--- src/rtl/col_wrap_pkg.sv ---
package col_wrap_pkg;
  // Widest burst is 2**MAX_BEAT_W beats.
  localparam int unsigned MAX_BEAT_W = 3;

  typedef enum logic {
    BURST_4 = 1'b0,
    BURST_8 = 1'b1
  } burst_mode_e;
endpackage

--- src/rtl/burst_len_decode.sv ---
module burst_len_decode
  import col_wrap_pkg::*;
#(
  parameter int unsigned BEAT_W = MAX_BEAT_W
) (
  input  burst_mode_e       mode,
  output logic [BEAT_W-1:0] low_mask
);
  localparam int unsigned SHORT_W = BEAT_W - 1;

  always_comb begin
    low_mask = '0;
    for (int i = 0; i < int'(BEAT_W); i++) begin
      if (mode == BURST_8) low_mask[i] = 1'b1;
      else if (i < int'(SHORT_W)) low_mask[i] = 1'b1;
    end
  end
endmodule

--- src/rtl/col_wrap_addr.sv ---
module col_wrap_addr #(
  parameter int unsigned COL_W  = 10,
  parameter int unsigned BEAT_W = 3
) (
  input  logic [COL_W-1:0]  base,
  input  logic [BEAT_W-1:0] beat,
  input  logic [BEAT_W-1:0] low_mask,
  output logic [COL_W-1:0]  addr
);
  logic [BEAT_W-1:0] low_sum;

  assign low_sum = base[BEAT_W-1:0] + beat;

  // Bits inside the burst field take the stepped value; bits above are fixed.
  for (genvar g = 0; g < int'(COL_W); g++) begin : g_bit
    if (g < int'(BEAT_W)) begin : g_low
      assign addr[g] = low_mask[g] ? low_sum[g] : base[g];
    end else begin : g_high
      assign addr[g] = base[g];
    end
  end
endmodule

--- src/rtl/beat_sequencer.sv ---
module beat_sequencer #(
  parameter int unsigned BEAT_W = 3
) (
  input  logic              clk,
  input  logic              rst_n,
  input  logic              take_start,
  input  logic [BEAT_W-1:0] low_mask,
  input  logic              ready,
  output logic              busy,
  output logic [BEAT_W-1:0] beat,
  output logic              last
);
  logic accept;

  assign last   = busy && (beat == low_mask);
  assign accept = busy && ready;

  always_ff @(posedge clk) begin
    if (!rst_n) begin
      busy <= 1'b0;
      beat <= '0;
    end else if (take_start) begin
      busy <= 1'b1;
      beat <= '0;
    end else if (accept) begin
      if (last) begin
        busy <= 1'b0;
        beat <= '0;
      end else begin
        beat <= beat + 1'b1;
      end
    end
  end
endmodule

--- src/rtl/burst_col_wrap.sv ---
module burst_col_wrap
  import col_wrap_pkg::*;
#(
  parameter int unsigned COL_W = 10
) (
  input  logic             clk,
  input  logic             rst_n,
  input  logic             start_i,
  input  logic [COL_W-1:0] col_i,
  input  logic             mode_i,
  output logic [COL_W-1:0] addr_o,
  output logic             addr_valid_o,
  input  logic             addr_ready_i,
  output logic             done_o
);
  localparam int unsigned BEAT_W = MAX_BEAT_W;

  logic [COL_W-1:0]  base_q;
  burst_mode_e       mode_q;
  logic [BEAT_W-1:0] low_mask;
  logic [BEAT_W-1:0] beat;
  logic              busy;
  logic              last;
  logic              take_start;

  assign take_start = start_i && !busy;

  always_ff @(posedge clk) begin
    if (!rst_n) begin
      base_q <= '0;
      mode_q <= BURST_4;
    end else if (take_start) begin
      base_q <= col_i;
      mode_q <= burst_mode_e'(mode_i);
    end
  end

  burst_len_decode #(.BEAT_W(BEAT_W)) u_len (
    .mode     (mode_q),
    .low_mask (low_mask)
  );

  beat_sequencer #(.BEAT_W(BEAT_W)) u_seq (
    .clk        (clk),
    .rst_n      (rst_n),
    .take_start (take_start),
    .low_mask   (low_mask),
    .ready      (addr_ready_i),
    .busy       (busy),
    .beat       (beat),
    .last       (last)
  );

  col_wrap_addr #(.COL_W(COL_W), .BEAT_W(BEAT_W)) u_addr (
    .base     (base_q),
    .beat     (beat),
    .low_mask (low_mask),
    .addr     (addr_o)
  );

  assign addr_valid_o = busy;
  assign done_o       = last;
endmodule

--- config.mk ---
export PLATFORM = sky130hd
export DESIGN_NAME = burst_col_wrap
export DESIGN_NICKNAME = d
export VERILOG_FILES = /design/src/rtl/col_wrap_pkg.sv /design/src/rtl/burst_len_decode.sv /design/src/rtl/col_wrap_addr.sv /design/src/rtl/beat_sequencer.sv /design/src/rtl/burst_col_wrap.sv
export SDC_FILE = /design/constraint.sdc
export NUM_CORES = 1
export LEC_CHECK = 0
export ABC_AREA = 1
export BUFFER_PORTS_ARGS = -buffer_cell sky130_fd_sc_hd__clkbuf_2
export CORE_ASPECT_RATIO = 1.2
export CORE_MARGIN = 2
export CORE_UTILIZATION = 40
export DETAILED_ROUTE_END_ITERATION = 8
export GPL_ROUTABILITY_DRIVEN = 0
export SLEW_MARGIN = 10
export SYNTH_ARGS = -nofsm -noshare
export SYNTH_HDL_FRONTEND = slang
export SYNTH_HIERARCHICAL = 1
export SYNTH_SLANG_ARGS = --single-unit
export TNS_END_PERCENT = 5
--- constraint.sdc ---
create_clock -name clk -period 1.79 [get_ports clk]
set_clock_uncertainty 0.15 [all_clocks]
set_input_delay 0.358 -clock clk [delete_from_list [all_inputs] [get_ports clk]]
set_output_delay 0.358 -clock clk [all_outputs]
set_load 0.005 [all_outputs]
# == Word level (Yosys, flattened, before mapping) ==
# Index checks and enable logic that the tools add are counted.
# word_totals
register_bits,15
inputBits,15
out_inout_bits,12
word_cells,22
# op_classes
n_addsub,2
eq_ne,1
muxes,6
n_bitwise,1
reduce_logical,8
# op_table
op,n
2-to-1 mux 1 bit,5
nonzero test 2 bit,2
"adder 3 x 1 -> 3 bit, second input constant",1
adder 3 bit,1
== test 3 bit,1
logical AND 1 bit,3
2-to-1 mux 3 bit,1
AND reduction 2 bit,1
OR reduction 2 bit,1
logical NOT 1 bit,1
inverter 1 bit,1

# == Longest topological paths before layout ==
# logic_depth
depth_word,6
ltp_mapped,10
ltp_nobuf,9

# == By module ==
# Netlist, hierarchy kept.
# by_module_without_submodules
mod,n_inst,cells_per_inst,area_per_inst_um2,seq_area_each_um2
burst_col_wrap,1,73,491.7,220.2
beat_sequencer,1,41,280.3,80.1
col_wrap_addr,1,24,155.1,0.0
burst_len_decode,1,4,26.3,0.0

# == Least setup slack after synthesis ==
# No wires, ideal clock.
# synth_path
path_type,register to output
from,register u_seq.beat[0]
to,output addr_o[2]
t_arrival_ps,1190
t_required_ps,1282
path_slack_ps,92
path_stages_with_launch,8
path_buffers,0
cell_sequence,dfxtp_1 > ha_1 > fa_1 > inv_1 > nand2_2 > nand3_2 > nand2_1 > nand2_1
# synth_via
elab_chain_cells,2
# synth_lines
element,line,source
from (decl),beat_sequencer.sv:10,"output logic [BEAT_W-1:0] beat,"
from (signal assigned),beat_sequencer.sv:30,beat <= beat + 1'b1;
adder 3 bit,col_wrap_addr.sv:12,assign low_sum = base[BEAT_W-1:0] + beat;
2-to-1 mux 1 bit,col_wrap_addr.sv:17,assign addr[g] = low_mask[g] ? low_sum[g] : base[g];
to (decl),burst_col_wrap.sv:11,"output logic [COL_W-1:0] addr_o,"
# No other way between the ends.

# == Final worst setup path ==
# layout_path
from,register base_q[0]
to,output addr_o[1]
# layout_via
elab_chain_cells,1
# layout_lines
element,line,source
from (decl),burst_col_wrap.sv:18,logic [COL_W-1:0] base_q;
from (signal assigned),burst_col_wrap.sv:33,base_q <= col_i;
adder 3 bit,col_wrap_addr.sv:12,
# No other way between the ends.

==> results.sh <==
export IMPL_p_comb_frac=0.209
export IMPL_fin_crit_sh=1.13
export IMPL_area_delta_synth_final_pct=15.2
export IMPL_overflow=0
export IMPL_worst_path_max_delay_cell="fa_2"
export IMPL_power_switching_mw=0.219
export IMPL_finalMaxSlewViolations=0
export IMPL_synthCells=142
export IMPL_yosys_area_top_type_share=0.315
export IMPL_port_buffers=26
export IMPL_hpwlAfterDp_um=1360
export IMPL_viasPerCell=4.30
export IMPL_cp_end_kind="primary output"
export IMPL_setup_viol=2
export IMPL_ys_types=22
export IMPL_cts_hold_fix_buffers=0
export IMPL_ys_seq_area_frac=0.315
export IMPL_drcViolationCount=0
export IMPL_grt_usage=0.133
export IMPL_cp_required_ps=1280
export IMPL_worstSetupStartpointType="flop"
export IMPL_syn_avg_cell_area_um2=6.71
export IMPL_p_leak_nw=0.607
export IMPL_power_frac_seq=0.520
export IMPL_layout_setup_ws_ps=-236
export IMPL_root_buffer="clkbuf_4"
export IMPL_die_w_um=48.6
export IMPL_switching_share=0.300
export IMPL_violations="setup timing"
export IMPL_power_density_nw_per_um2=664
export IMPL_yosys_area_top_type="dfxtp_1"
export IMPL_dp_cells=189
export IMPL_layout_nets=182
export IMPL_synth_warnings=6
export IMPL_cts_buffer_depth=2
export IMPL_rsz0062_at_grt="yes"
export IMPL_hold_class="in -> reg"
export IMPL_drive_above_1_share=0.331
export IMPL_arrival_ps=1520
export IMPL_grt_start_max_net_pins=14
export IMPL_initial_core_util=0.418
export IMPL_maxCapViolCount=0
export IMPL_grt_pass1_wl_um=2900
export IMPL_cts_tree="built"
export IMPL_die_height_um=57.5
export IMPL_ant_nets=0
export IMPL_die_area_um2=2790
export IMPL_critPathMaxStageDelay_ps=510
export IMPL_first_pass_iters=3
export IMPL_worstSetupPathType="reg -> out"
export IMPL_num_vias=835
export IMPL_crit_fanout=2
export IMPL_routed_wl_um=1740
export IMPL_core_um2=2280
export IMPL_p_int_mw=0.510
export IMPL_dp_slack_ps=-13.5
export IMPL_diodes=0
export IMPL_finalSetupTns_ps=-469
export IMPL_layout_common_cells="nand2_1 (27), inv_1 (26), clkbuf_2 (25)"
export IMPL_worst_ir_drop_vdd_mv=0.502
export IMPL_max_freq_mhz=494
export IMPL_synth_area_um2=953
export IMPL_num_rows=19
export IMPL_hold_viol=0
export IMPL_htreeDepth=1
export IMPL_p_clk_frac=0.272
export IMPL_clock_sinks=15
export IMPL_clkSlewWorstSetupHoldPaths_ps=90
export IMPL_nFillCells=260
export IMPL_layout_commonest_cell="nand2_1"
export IMPL_insertion_delay_ps=290
export IMPL_status="complete, but fails checks"
export IMPL_netlist_top_cells_area="dfxtp_1 (31%), nand2_1 (11%), inv_1 (11%)"
export IMPL_grt_pass1_vias=733
export IMPL_final_instance_count_excl_fill=194
export IMPL_path_cells="ha_4 -> fa_2 -> nand2_1 -> o21ai_1 -> buf_2"
export IMPL_avgRoutedWirePerCell_um=8.98
export IMPL_drtIter0Drc=13
export IMPL_ios=27
export IMPL_fin_hold_ws_ps=201
export IMPL_synth_ff_latch_count=15
export IMPL_cts_buffers=3
export IMPL_antenna_found_initial=0
export IMPL_fin_crit_ps=2030
-- path summary, 6_finish.rpt --
kind / start / to / slack, ps / depth (start not counted)
setup / recovery: base_q[0]$_SDFFE_PN0P_ / addr_o[1] / -240 / 5
hold / removal: col_i[0] / base_q[0]$_SDFFE_PN0P_ / 200 / 5
setup reg to reg: u_seq/busy$_SDFFE_PN0P_ / u_seq/beat[2]$_SDFFE_PP0P_ / 410 / 8
hold reg to reg: base_q[9]$_SDFFE_PN0P_ / base_q[9]$_SDFFE_PN0P_ / 340 / 2
-- cells in the mapped netlist --
cell and count:
o21ai_1 1, nand3_1 12, a21oi_1 2, nor2_4 1, ha_1 2, dfxtp_1 15
nand3_2 3, nand2_2 2, a21oi_2 2, nor2_1 23, xnor2_2 1, nand2_1 28
inv_2 2, nand4_1 1, nand4_2 1, buf_2 2, inv_1 27, conb_1 1
fa_1 1, o21ai_0 3, buf_6 2, buf_4 10
-- through the flow --
| step | cell area, µm² | power [mW] | utilization |
|---|---|---|---|
| floorplan | 957 | 0.508 | - |
| global placement | 1040 | 0.531 | 0.456 |
| detailed placement | 1040 | 0.535 | 0.456 |
| CTS | 1090 | 0.737 | 0.476 |
| global route | 1100 | 0.779 | 0.481 |
| finish | 1100 | 0.729 | 0.481 |
-- cell type report --
type	instances	area [µm²]	share of cell area
timing repair buffer	30	160	0.146
multi-input combinational	85	458	0.417
clock inverter	1	5.00	0.00456
inverter	29	109	0.0991
sequential	15	305	0.278
clock buffer	3	22.5	0.0205
tap	31	38.8	0.0353
-- power groups by stage --
stage / clock (mW) / sequential, mW / combinational [mW]
2_1_floorplan: 0 / 0.380 / 0.128
3_3_place_gp: 0 / 0.384 / 0.147
3_5_place_dp: 0 / 0.385 / 0.150
4_1_cts: 0.204 / 0.378 / 0.154
5_1_grt: 0.218 / 0.384 / 0.177
6_report: 0.198 / 0.379 / 0.152
-- critical path, delay by kind of cell (launching register included) --
family	cells	cell delay (ps)
buffers and inverters	1	120
flip-flops	1	350
AND/OR/NAND/NOR	1	50
adder cells (fa/ha/maj)	2	660
AO/OA/AOI/OAI	1	60
-- routing by layer --
layer | vias to the layer above | global-route usage | routed length, µm | part of all wire
li1 | 451 | - | - | -
met1 | 360 | 0.151 | 762 | 0.44
met2 | 19 | 0.238 | 858 | 0.49
met3 | 5 | 0.0157 | 71 | 0.041
met4 | 0 | 0.0857 | 49 | 0.028
met5 | - | 0 | 0 | 0
-- repair_timing --
action | 4_1_cts | 5_1_grt
gates resized for setup | 7 | 4
endpoints found under the setup margin | 3 | 3
buffers inserted | 1 | 0
pin swaps | 3 | 0
-- flip-flops by register name, indices dropped and copies added (netlist names) --
signal	cells
u_seq/busy	1
mode_q	1
u_seq/beat	3
base_q	10
-- logic make-up after synthesis --
kind of cell             count (synthesis)  synth area share
other                                    1           0.00393
AO/OA/AOI/OAI                            8            0.0499
flip-flops                              15             0.315
adder cells (fa/ha/maj)                  3            0.0472
XOR/XNOR                                 1            0.0171
AND/OR/NAND/NOR                         71             0.340
buffers and inverters                   43             0.227
Power figures use the tool's default switching activity.
